===== config.mk =====
export PLATFORM = sky130hd
export DESIGN_NAME = gain_ramp_ctrl
export DESIGN_NICKNAME = d
export VERILOG_FILES = /design/src/rtl/gr_pkg.sv /design/src/rtl/gr_target_sel.sv /design/src/rtl/gr_pacer.sv /design/src/rtl/gr_stepper.sv /design/src/rtl/gain_ramp_ctrl.sv
export SDC_FILE = /design/constraint.sdc
export NUM_CORES = 1
export LEC_CHECK = 0
export BUFFER_PORTS_ARGS = -buffer_cell sky130_fd_sc_hd__buf_2
export CORE_MARGIN = 2
export CORE_UTILIZATION = 55
export CTS_CLUSTER_SIZE = 20
export DETAILED_ROUTE_END_ITERATION = 8
export PLACE_DENSITY = 0.85
export SETUP_SLACK_MARGIN = 0.1
export SLEW_MARGIN = 30
export SYNTH_ARGS = -nofsm -noshare
export SYNTH_HDL_FRONTEND = slang
export SYNTH_HIERARCHICAL = 1
export SYNTH_SLANG_ARGS = --single-unit

===== constraint.sdc =====
create_clock -name clk_i -period 4.9 [get_ports clk_i]
set_input_delay 0.98 -clock clk_i [delete_from_list [all_inputs] [get_ports clk_i]]
set_output_delay 0.98 -clock clk_i [all_outputs]
set_load 0.02 [all_outputs]

===== src/rtl/gr_pkg.sv =====
package gr_pkg;
  typedef enum logic [1:0] {
    DIR_HOLD = 2'd0,
    DIR_UP   = 2'd1,
    DIR_DOWN = 2'd2
  } step_dir_e;
endpackage


===== src/rtl/gr_target_sel.sv =====
module gr_target_sel #(
  parameter int GAIN_W   = 7,
  parameter int GAIN_MAX = 119
) (
  input  logic [GAIN_W-1:0] tgt_code_i,
  input  logic              pwrdn_req_i,
  output logic              eff_mute_o,
  output logic [GAIN_W-1:0] eff_code_o
);
  localparam logic [GAIN_W-1:0] MaxCode = GAIN_W'(GAIN_MAX);

  always_comb begin
    eff_mute_o = pwrdn_req_i;
    if (pwrdn_req_i) begin
      eff_code_o = '0;
    end else if (tgt_code_i > MaxCode) begin
      eff_code_o = MaxCode;
    end else begin
      eff_code_o = tgt_code_i;
    end
  end
endmodule


===== src/rtl/gr_pacer.sv =====
module gr_pacer (
  input  logic clk_i,
  input  logic rst_ni,
  input  logic stb_i,
  input  logic active_i,
  input  logic half_i,
  output logic step_en_o
);
  logic phase_q, phase_d;

  always_comb begin
    phase_d   = phase_q;
    step_en_o = 1'b0;
    if (!active_i) begin
      phase_d = 1'b0;
    end else if (stb_i) begin
      if (half_i) begin
        step_en_o = phase_q;
        phase_d   = ~phase_q;
      end else begin
        step_en_o = 1'b1;
        phase_d   = 1'b0;
      end
    end
  end

  always_ff @(posedge clk_i or negedge rst_ni) begin
    if (!rst_ni) begin
      phase_q <= 1'b0;
    end else begin
      phase_q <= phase_d;
    end
  end

  // in half-rate pacing no two consecutive strobes both move the gain
  a_r3_no_back_to_back: assert property (@(posedge clk_i) disable iff (!rst_ni)
    (step_en_o && half_i && $past(half_i) && $past(active_i)) |-> !$past(step_en_o))
    else $error("a_r3_no_back_to_back");
endmodule


===== src/rtl/gr_stepper.sv =====
module gr_stepper
  import gr_pkg::*;
#(
  parameter int GAIN_W   = 7,
  parameter int GAIN_MAX = 119
) (
  input  logic              clk_i,
  input  logic              rst_ni,
  input  logic              stb_i,
  input  logic              step_en_i,
  input  logic              bypass_i,
  input  logic              eff_mute_i,
  input  logic [GAIN_W-1:0] eff_code_i,
  output logic [GAIN_W-1:0] code_o,
  output logic              mute_o,
  output logic              active_o
);
  localparam logic [GAIN_W-1:0] MaxCode = GAIN_W'(GAIN_MAX);

  logic [GAIN_W-1:0] code_q, code_d;
  logic              mute_q, mute_d;
  step_dir_e         dir;

  always_comb begin
    if (mute_q) begin
      dir = eff_mute_i ? DIR_HOLD : DIR_UP;
    end else if (eff_mute_i) begin
      dir = DIR_DOWN;
    end else if (eff_code_i > code_q) begin
      dir = DIR_UP;
    end else if (eff_code_i < code_q) begin
      dir = DIR_DOWN;
    end else begin
      dir = DIR_HOLD;
    end
  end

  always_comb begin
    code_d = code_q;
    mute_d = mute_q;
    if (bypass_i) begin
      code_d = eff_code_i;
      mute_d = eff_mute_i;
    end else if (step_en_i) begin
      unique case (dir)
        DIR_UP: begin
          if (mute_q) begin
            mute_d = 1'b0;
            code_d = '0;
          end else begin
            code_d = code_q + 1'b1;
          end
        end
        DIR_DOWN: begin
          if (code_q == '0) begin
            mute_d = 1'b1;
          end else begin
            code_d = code_q - 1'b1;
          end
        end
        default: ;
      endcase
    end
  end

  always_ff @(posedge clk_i or negedge rst_ni) begin
    if (!rst_ni) begin
      code_q <= '0;
      mute_q <= 1'b1;
    end else begin
      code_q <= code_d;
      mute_q <= mute_d;
    end
  end

  assign code_o   = code_q;
  assign mute_o   = mute_q;
  assign active_o = (dir != DIR_HOLD);

  // without a strobe and with ramping on, the applied state holds
  a_r10_hold_no_strobe: assert property (@(posedge clk_i) disable iff (!rst_ni)
    (!$past(stb_i) && !$past(bypass_i)) |-> ($stable(code_q) && $stable(mute_q)))
    else $error("a_r10_hold_no_strobe");

  // a ramp step never moves more than one code
  a_r2_single_step: assert property (@(posedge clk_i) disable iff (!rst_ni)
    (!$past(bypass_i) && !mute_q && !$past(mute_q)) |->
      (code_q == $past(code_q) || code_q == $past(code_q) + 1'b1 ||
       code_q == $past(code_q) - 1'b1))
    else $error("a_r2_single_step");

  // leaving mute through the ramp lands on code 0
  a_r4_exit_at_zero: assert property (@(posedge clk_i) disable iff (!rst_ni)
    ($fell(mute_q) && !$past(bypass_i)) |-> (code_q == '0))
    else $error("a_r4_exit_at_zero");

  // entering mute through the ramp happens only from code 0
  a_r4_enter_from_zero: assert property (@(posedge clk_i) disable iff (!rst_ni)
    ($rose(mute_q) && !$past(bypass_i)) |-> ($past(code_q) == '0))
    else $error("a_r4_enter_from_zero");

  // the applied code never leaves the legal range
  a_r6_in_range: assert property (@(posedge clk_i) disable iff (!rst_ni)
    code_q <= MaxCode)
    else $error("a_r6_in_range");
endmodule


===== src/rtl/gain_ramp_ctrl.sv =====
module gain_ramp_ctrl #(
  parameter int GAIN_W   = 7,
  parameter int GAIN_MAX = 119
) (
  input  logic              clk_i,
  input  logic              rst_ni,
  input  logic              smp_stb_i,
  input  logic [GAIN_W-1:0] tgt_code_i,
  input  logic              pace_half_i,
  input  logic              bypass_i,
  input  logic              pwrdn_req_i,
  output logic [GAIN_W-1:0] gain_o,
  output logic              mute_o,
  output logic              settled_o,
  output logic              pd_done_o
);
  logic              eff_mute;
  logic [GAIN_W-1:0] eff_code;
  logic              step_en;
  logic              active;

  gr_target_sel #(.GAIN_W(GAIN_W), .GAIN_MAX(GAIN_MAX)) u_tsel (
    .tgt_code_i (tgt_code_i),
    .pwrdn_req_i(pwrdn_req_i),
    .eff_mute_o (eff_mute),
    .eff_code_o (eff_code)
  );

  gr_pacer u_pacer (
    .clk_i    (clk_i),
    .rst_ni   (rst_ni),
    .stb_i    (smp_stb_i),
    .active_i (active && !bypass_i),
    .half_i   (pace_half_i),
    .step_en_o(step_en)
  );

  gr_stepper #(.GAIN_W(GAIN_W), .GAIN_MAX(GAIN_MAX)) u_step (
    .clk_i     (clk_i),
    .rst_ni    (rst_ni),
    .stb_i     (smp_stb_i),
    .step_en_i (step_en),
    .bypass_i  (bypass_i),
    .eff_mute_i(eff_mute),
    .eff_code_i(eff_code),
    .code_o    (gain_o),
    .mute_o    (mute_o),
    .active_o  (active)
  );

  assign settled_o = !active;
  assign pd_done_o = pwrdn_req_i && mute_o;

  // mute is only ever entered while a power-down is requested
  a_r9_mute_needs_request: assert property (@(posedge clk_i) disable iff (!rst_ni)
    $rose(mute_o) |-> $past(pwrdn_req_i))
    else $error("a_r9_mute_needs_request");
endmodule


* Yosys cells after proc, flatten, opt, wreduce, memory -nomap -nowiden
Cells that the tools add are included.
** Storage, ports and cells
- Register bits after elaboration :: 9
** Operators by class
- Reduce and logical (&&, ||, !) cells :: 10
- Magnitude comparators :: 3
- Bitwise logic cells :: 1
- Equal/unequal tests :: 5
- Add/subtract/negate cells :: 2
- Multiplexer cells :: 22
** Operators by type and width (count)
- $mux 7 :: 6
- $pmux 7 s2 :: 1
- $mux 1 :: 10
- $mux 2 :: 4
- $add 7x1->7 const B :: 1
- $gt 7x7->1 :: 1
- $gt 7x7->1 const B :: 1
- $logic_not 7->1 :: 1
- $lt 7x7->1 :: 1
- $sub 7x1->7 const B :: 1
- $reduce_and 3->1 :: 2
- $reduce_bool 2->1 :: 2
- $ne 3x2->1 const B :: 1
- $ne 3x3->1 const B :: 1
- $reduce_bool 3->1 :: 1
- $eq 2x1->1 const B :: 1
- $eq 2x2->1 const B :: 1
- $logic_and 1x1->1 :: 2
- $logic_not 1->1 :: 2
- $ne 2x2->1 const B :: 1
- $pmux 1 s2 :: 1
- $not 1->1 :: 1

* Longest topological paths before layout
Gate-level depths: netlist of the first run.
- Depth in word-level cells :: 13
- Depth in mapped cells :: 17

* By module
Netlist of the first run, hierarchy kept.
** Modules (own cells, without submodules)
- gr_stepper :: seq. area each 201.4 um^2, area an instance 943.4 um^2, times used 1, cells each 105
- gr_target_sel :: seq. area each 0.0 um^2, area an instance 77.6 um^2, times used 1, cells each 13
- gr_pacer :: seq. area each 25.0 um^2, area an instance 71.3 um^2, times used 1, cells each 6
- gain_ramp_ctrl :: seq. area each 0.0 um^2, area an instance 23.8 um^2, times used 1, cells each 3

* Worst setup path before layout of the first run
No wires, ideal clock.
- Kind :: input to register
- From :: in tgt_code_i[3]
- To :: reg u_step.code_q[5], in the netlist u_step/code_o[5]
- Path slack :: 1.484 ns
- Path buffers :: 1
- Library setup time :: 0.077 ns
- Required time :: 4.823 ns
- Stages on the path :: 17
- Arrival :: 3.339 ns
- Cells stage by stage :: inv_1 a311oi_1 ha_1 a21oi_1 o21ai_0 nor2_1 o41a_1 nor2b_4 nand2_2 nor2b_4 a21boi_0 o31ai_1 o31ai_4 a21oi_4 buf_6 o21ai_1 o21ai_1
** Between the ends
- Word-level cells in the longest chain between the ends :: 13
** Ends and longest elaborated chain
- from (decl) :: RTL line gain_ramp_ctrl.sv:8 : input logic [GAIN_W-1:0] tgt_code_i,
- $gt 7x7->1 :: RTL line gr_target_sel.sv:16 : end else if (tgt_code_i > MaxCode) begin
- $mux 7 * :: RTL line gr_target_sel.sv:16
- $mux 7 * :: RTL line gr_target_sel.sv:14 : if (pwrdn_req_i) begin
- net eff_code[3] :: RTL line gain_ramp_ctrl.sv:18 : logic [GAIN_W-1:0] eff_code;
- $lt 7x7->1 :: RTL line gr_stepper.sv:31 : end else if (eff_code_i < code_q) begin
- $mux 2 :: RTL line gr_stepper.sv:31
- $mux 2 * :: RTL line gr_stepper.sv:29 : end else if (eff_code_i > code_q) begin
- $mux 2 * :: RTL line gr_stepper.sv:27 : end else if (eff_mute_i) begin
- $mux 2 * :: RTL line gr_stepper.sv:25 : if (mute_q) begin
- $reduce_bool 2->1 * :: RTL line gr_stepper.sv:78 : assign active_o = (dir != DIR_HOLD);
- net active :: RTL line gain_ramp_ctrl.sv:20 : logic active;
- $logic_and 1x1->1 * :: RTL line gain_ramp_ctrl.sv:33 : .active_i (active && !bypass_i),
- $mux 1 * :: RTL line gr_pacer.sv:14 : if (!active_i) begin
- net step_en :: RTL line gain_ramp_ctrl.sv:19 : logic step_en;
- $reduce_bool 2->1 (no source line) *
- $reduce_and 3->1 (no source line) *
- to (signal assigned) :: RTL line gr_stepper.sv:71 : code_q <= code_d;
- to (decl) :: RTL line gr_stepper.sv:20 : logic [GAIN_W-1:0] code_q, code_d;
The timed path passes the listed nets; every way through them passes the cells marked *. The select of a mux whose other input is x is not followed.
A chain may end at the register's enable or synchronous reset.

* Worst setup path after layout of the first run
- From :: in pwrdn_req_i
- To :: reg u_step.code_q[2], in the netlist u_step/code_o[2]
** Between the ends
- Word-level cells in the longest chain between the ends :: 11
** Ends and longest elaborated chain
- from (decl) :: RTL line gain_ramp_ctrl.sv:11 : input logic pwrdn_req_i,
- $mux 7 * :: RTL line gr_target_sel.sv:14
- net eff_code[3] :: RTL line gain_ramp_ctrl.sv:18
- $lt 7x7->1 :: RTL line gr_stepper.sv:31
- $mux 2 :: RTL line gr_stepper.sv:31
- $mux 2 * :: RTL line gr_stepper.sv:29
- $mux 2 * :: RTL line gr_stepper.sv:27
- $mux 2 * :: RTL line gr_stepper.sv:25
- $reduce_bool 2->1 * :: RTL line gr_stepper.sv:78
- net active :: RTL line gain_ramp_ctrl.sv:20
- $logic_and 1x1->1 * :: RTL line gain_ramp_ctrl.sv:33
- $mux 1 * :: RTL line gr_pacer.sv:14
- net step_en :: RTL line gain_ramp_ctrl.sv:19
- $reduce_bool 2->1 (no source line) *
- $reduce_and 3->1 (no source line) *
Marks and branches as above.

==> results of run 1 <==
## critical path, stage by stage
cell and delay (ns):
buf_2 0.17, a311oi_1 0.35, ha_1 0.21, a21oi_1 0.07, o21ai_0 0.37, nor2_1 0.07
o41a_1 0.33, nor2b_4 0.14, nand2_2 0.10, nor2b_4 0.04, a21boi_0 0.13, o31ai_1 0.14
o31ai_4 0.16, a21oi_4 0.38, o21ba_2 0.23, o22ai_2 0.11
## state kept, by name (all words and copies together) (netlist names)
signal           flops
u_pacer/phase_q      1
u_step/code_o        7
u_step/mute_o        1
## cell families after synthesis
kind of cell	count (synthesis)
fa+ha+maj	10
simple gates	38
compound gates	40
buf+inv	20
mux	7
xor+xnor	3
flops	9
## how the worst min path moves through the flow
stage	startpoint	endpoint	slack, ns	depth (start not counted)
after CTS	u_pacer/phase_q$_DFFE_PN0P_	u_pacer/phase_q$_DFFE_PN0P_	0.56	2
after global routing	rst_ni	u_step/code_o[6]$_DFFE_PN0P_	0.57	1
final	u_step/code_o[6]$_DFFE_PN0P_	u_step/code_o[6]$_DFFE_PN0P_	0.55	2
after floorplan	u_pacer/phase_q$_DFFE_PN0P_	u_pacer/phase_q$_DFFE_PN0P_	0.49	2
after global placement	u_step/code_o[6]$_DFFE_PN0P_	u_step/code_o[6]$_DFFE_PN0P_	0.51	2
after detailed placement	u_pacer/phase_q$_DFFE_PN0P_	u_pacer/phase_q$_DFFE_PN0P_	0.54	2
## layout by cell type, fill, tap and decap left out, drive strengths merged, types with 2 or more instances in the layout
master,synthesis,layout
nor3,4,4
o21ai,9,9
nand2,10,10
nand4b,2,2
o22ai,2,2
dfrtp,8,8
o31ai,2,2
ha,10,10
nor4,2,2
a221oi,3,3
mux2,2,2
a22oi,3,3
buf,4,23
inv,14,14
nor2b,5,5
and3,2,2
xnor2,2,2
a311oi,2,2
mux2i,5,5
a21oi,10,10
nand3b,2,2
nand4,3,3
clkbuf,2,4
nor2,4,4
## per-stage QoR
stage | area, sq um | total power, uW | setup slack, ns
3_3_place_gp | 1210 | 306 | 0.937
4_1_cts | 1240 | 381 | 1.16
3_5_place_dp | 1210 | 317 | 0.878
6_report | 1240 | 382 | 1.10
2_1_floorplan | 1120 | 267 | 1.48
5_1_grt | 1240 | 412 | 0.914
## per-layer routing
metal	global-route usage, %	vias up	wire length [um]
li1	-	513	-
met1	31.3	515	1110
met2	43.4	64	1370
met3	4.91	10	240
met4	10.0	0	62
met5	0	-	0
## layout make-up
class | count | area [sq um]
inverters | 14 | 52.6
multi-input cells | 98 | 782
flip-flops and latches | 9 | 226
repair buffers | 23 | 118
clock buffers | 4 | 26.3
well taps | 27 | 33.8
fillers | 175 | 703
## synth_stat cells (all sizes together) (4+ instances only)
library cell	number	area, sq um
inv	14	52.6
a21oi	10	61.3
o21ai	9	48.8
nor2	4	15.0
ha	10	125
dfrtp	8	200
nor2b	5	46.3
nor3	4	20.0
mux2i	5	50.1
buf	4	37.5
nand2	10	40.0
## power breakdown
group	switching, uW	internal, uW	total (uW)
clock	30.0	31.5	61.4
combinational	128	82.3	210
sequential	22.6	87.9	110
total	181	202	382
==> impl_metrics.toml, run 1 <==
[logic_synthesis]
synth_edf_count = 0
yosysUniqueCellTypes = 51
total_of_flip_flops_plus_latches_after_synthesis = 9
synth.yosys.seq_area_share_pct = 20.3
synth_compound_gate_area_share_pct = 27.1
yosys.area_share.simple_pct = 22.9
synthesis.yosys.warnings = 6
syn-instance-count = 127
synth_top_family_by_area = "compound AO/OA/AOI/OAI gates"
xor_xnor_share_of_the_synthesized_area_pct = 2.35
synth_top_flop_cell = "dfrtp_1"
synthArstFlopShare_pct = 100
syn_nets = 150
syn_avg_cell_area_sq_um = 8.79
muxShareOfSynthArea_pct = 6.50
synth_area_sq_um = 1120
post_synth_fa_ha_maj_area_fraction_pct = 11.2

[min_path]
hold_class = "flip-flop to flip-flop"

[floorplanning]
die_w_um = 49.0
core.rowCount = 16
floorplan.die_area_sq_um = 2410
boundaryPins = 23
die_h_um = 49.0
initial_cell_density_of_the_core_pct = 57.5
core_area_sq_um = 1940

[outcome]
run_status = "completed"

[route]
drt_wl_cell_um = 15.9
number_of_drc_markers_after_the_initial_detailed_route_iteration = 34
drt-pass1-iter-count = 4
via_cell_ratio = 6.30
routed_wl_mm = 2.79
vias = 1102
ant_nets = 0
drcViolationCount = 0

[cts]
cts_buffers = 3
path_clk_slew_ns = 0.07
cts.root.buffer_cell = "clkbuf_4"
tritoncts = "done"
total_of_hold_buffers_inserted_after_clock_tree_synthesis = 0
clock_latency_ns = 0.27
ctsLongestPathBuffers = 2
numClockSinks = 9
htree_levels = 1
cts_repair_resize_count = 0
cts_post_setup_buffers_inserted = 0

[sta]
setup_repair_after_global_routing_missed_its_margin = "no"
fin_hold_viols = 0
tns_ns = 0
period_share_pct = 77.7
fmaxAchievable_mhz = 263
drv_slew = 0
final_period_minus_worst_setup_slack_ns = 3.80
fin_worst_hold_slack_ns = 0.548
timing.max_slew.rel_slack_pct = 63.1
timing_worst_slew_pin_value_ns = 0.551
final.setup_skew_ns = 0.00675
setup_violations = 0

[place]
dp.cells = 171
placement.io_buffers = 22
post-dp-hpwl_mm = 2.12
finalWeightedCongestion = 0.918

[flow_run]
max_cap_viols = 0

[cells_and_area]
final_net_count = 172
area_growth_pct = 11.0
drive_above_1_share_pct = 28.4
post-route-util_pct = 63.8
antenna-diode-count = 0
finalNonFillerCells = 175

[grt]
first_global_vias = 1048
pin_count_of_the_biggest_net_entering_global_routing = 15
wire_length_of_the_first_global_routing_pass_mm = 4.75
grt.overflow.total = 0
global_route.usage.total_pct = 25.4
initial_antenna_violation_count = 0

[critical_path]
critPathMaxFanout = 14
rrSetupSlack_ns = 1.61
crit_end = "u_step/code_o[2]$_DFFE_PN0P_"
critPathCaptureType = "flip-flop"
cp-start-kind = "primary input"
data_arrival_time_of_the_critical_path_ns = 4.00
worst_r2r_path_depth = 15
r2r-end = "u_step/code_o[2]$_DFFE_PN0P_"
worstPathRequired_ns = 5.09
critical_path.startpoint = "pwrdn_req_i"
critPathKind = "primary input to flip-flop"
worstReg2RegStart = "u_step/code_o[4]$_DFFE_PN0P_"

[pwr]
power_density_nw_per_um2 = 309
worst_ir_drop_vdd_mv = 0.166
power_leakage_uw = 0.000581
No activity file was read; power rests on OpenSTA's default activity.
==> run 2, diff against run 1 <==
--- a/config.mk
+++ b/config.mk
@@ -7,10 +7,10 @@
 export LEC_CHECK = 0
 export BUFFER_PORTS_ARGS = -buffer_cell sky130_fd_sc_hd__buf_2
 export CORE_MARGIN = 2
-export CORE_UTILIZATION = 55
+export CORE_UTILIZATION = 54
 export CTS_CLUSTER_SIZE = 20
 export DETAILED_ROUTE_END_ITERATION = 8
-export PLACE_DENSITY = 0.85
+export PLACE_DENSITY = 0.84
 export SETUP_SLACK_MARGIN = 0.1
 export SLEW_MARGIN = 30
 export SYNTH_ARGS = -nofsm -noshare
==> constraint.sdc (replaced) <==
create_clock -name clk_i -period 3.8 [get_ports clk_i]
set_input_delay 0.76 -clock clk_i [delete_from_list [all_inputs] [get_ports clk_i]]
set_output_delay 0.76 -clock clk_i [all_outputs]
set_load 0.02 [all_outputs]
==> run 2 against run 1 <==
  * Final area up 1.2%
  * Flip-flop and latch count did not move
  * First-iteration DRC count up 5.9%
  * Die area is 1.7% higher
  * Largest cell class unchanged
  * Routed wire length down 2.5%
  * Largest power group unchanged
  * Final cell count rose by 1.1%
==> impl_metrics.toml, run 2 (same netlist as run 1, synthesis figures left out) <==
[pwr]
power_leakage_uw = 0.000591
worst_ir_drop_vdd_mv = 0.299
power_density_nw_per_um2 = 400

[floorplanning]
core_area_sq_um = 1960
boundaryPins = 23
die_h_um = 49.5
floorplan.die_area_sq_um = 2450
die_w_um = 49.5
core.rowCount = 16
initial_cell_density_of_the_core_pct = 56.9

[critical_path]
crit_buf_inv = 2
slowest_stage = "o41a_1"
crit_path_max_incr_delay_ns = 0.33
cp_cell_instances = "buf_2 -> nand4_2 -> a21oi_1 -> ha_1 -> nand2_1 -> o21ai_2 -> nor2_1 -> o41a_1 -> nor2b_4 -> nand2_2 -> nor2b_4 -> a21boi_0 -> o31ai_1 -> o31ai_4 -> a21oi_4 -> buf_4 -> o21ai_1 -> o21ai_1"
critPathCaptureType = "flip-flop"
worstPathRequired_ns = 4.01
cp-start-kind = "primary input"
crit_family = "compound AO/OA/AOI/OAI gates"
data_arrival_time_of_the_critical_path_ns = 3.65
critPathMaxFanout = 9
critPathKind = "primary input to flip-flop"

[cts]
cts.root.buffer_cell = "clkbuf_4"
ctsLongestPathBuffers = 2
total_of_hold_buffers_inserted_after_clock_tree_synthesis = 0
tritoncts = "done"
path_clk_slew_ns = 0.07
cts_post_setup_buffers_inserted = 0
cts_repair_resize_count = 0
htree_levels = 1
cts_buffers = 3
clock_latency_ns = 0.28
numClockSinks = 9

[route]
drt_wl_cell_um = 15.4
ant_nets = 0
drcViolationCount = 0
drt-pass1-iter-count = 4
vias = 1090
routed_wl_mm = 2.72
via_cell_ratio = 6.16
number_of_drc_markers_after_the_initial_detailed_route_iteration = 36

[place]
dpl_worst_slack_ns = 0.143
dp.cells = 173
finalWeightedCongestion = 0.918
placement.io_buffers = 22
post-dp-hpwl_mm = 2.02

[cells_and_area]
seq_area_sq_um = 226
final_common_cell = "buf_2"
antenna-diode-count = 0
multi_input_comb_area_sq_um = 782
mostFrequentLayoutCells = "buf_2 (22), inv_1 (14), ha_1 (10), nand2_1 (9), a21oi_1 (9)"
drive_above_1_share_pct = 29.3
area_growth_pct = 12.3
largest_register_ffs = 7
final_net_count = 174
fillerInstances = 188
finalNonFillerCells = 177

[flow_run]
max_cap_viols = 0

[sta]
fin_worst_hold_slack_ns = 0.331
final.setup_skew_ns = 0.000951
timing_worst_slew_pin_value_ns = 0.521
tns_ns = 0
fmaxAchievable_mhz = 290
setup_violations = 0
worst_slack_ns = 0.356
fin_hold_viols = 0
final_period_minus_worst_setup_slack_ns = 3.44
period_share_pct = 90.6
timing.max_slew.rel_slack_pct = 65.1
drv_slew = 0
setup_repair_after_global_routing_missed_its_margin = "no"

[grt]
grt.overflow.total = 0
wire_length_of_the_first_global_routing_pass_mm = 4.51
pin_count_of_the_biggest_net_entering_global_routing = 14
first_global_vias = 1007
global_route.usage.total_pct = 24.3
initial_antenna_violation_count = 0

[min_path]
hold_class = "primary input to asynchronous set/reset pin"

[outcome]
run_status = "completed"
-- run 2: cell types whose count changed in the layout (fill, tap and decap cells not counted), sizes merged --
cell  before  now
buf       23   25
-- run 2: cell type report --
| type | instances | area share [%] |
|---|---|---|
| sequential | 9 | 18.1 |
| inverter | 14 | 4.19 |
| timing repair buffer | 25 | 10.6 |
| multi-input combinational | 98 | 62.4 |
| tap | 27 | 2.69 |
| clock buffer | 4 | 2.10 |
-- run 2: power breakdown --
group | internal (uW) | switching, uW | total, uW
Clock | 40.8 | 42.0 | 82.8
Sequential | 113 | 28.4 | 142
Combinational | 110 | 166 | 276
-- run 2: metal layers --
metal / GRT usage (%) / share of wire (%)
met1: 30.2 / 44
met2: 40.3 / 48
met3: 5.15 / 5.6
met4: 10.6 / 2.3
met5: 0 / 0
-- run 2: worst paths after layout --
path | startpoint | endpoint | slack, ns | depth (start not counted)
min reg2reg | u_step/code_o[6]$_DFFE_PN0P_ | u_step/code_o[6]$_DFFE_PN0P_ | 0.54 | 2
min in group clk_i | u_step/code_o[6]$_DFFE_PN0P_ | u_step/code_o[6]$_DFFE_PN0P_ | 0.54 | 2
max | tgt_code_i[5] | u_step/code_o[5]$_DFFE_PN0P_ | 0.36 | 18
max in group asynchronous | rst_ni | u_step/mute_o$_DFFE_PN1P_ | 3.21 | 1
max reg2reg | u_step/code_o[2]$_DFFE_PN0P_ | u_step/code_o[5]$_DFFE_PN0P_ | 0.64 | 16
min | rst_ni | u_step/code_o[5]$_DFFE_PN0P_ | 0.33 | 1
-- run 2: per-stage QoR --
stage / utilization (%) / instance area (sq um) / power [uW]
5_1_grt: 63.9 / 1250 / 537
4_1_cts: 63.9 / 1250 / 497
3_3_place_gp: 62.6 / 1230 / 401
2_1_floorplan: - / 1120 / 345
3_5_place_dp: 62.6 / 1230 / 412
6_report: 63.9 / 1250 / 501
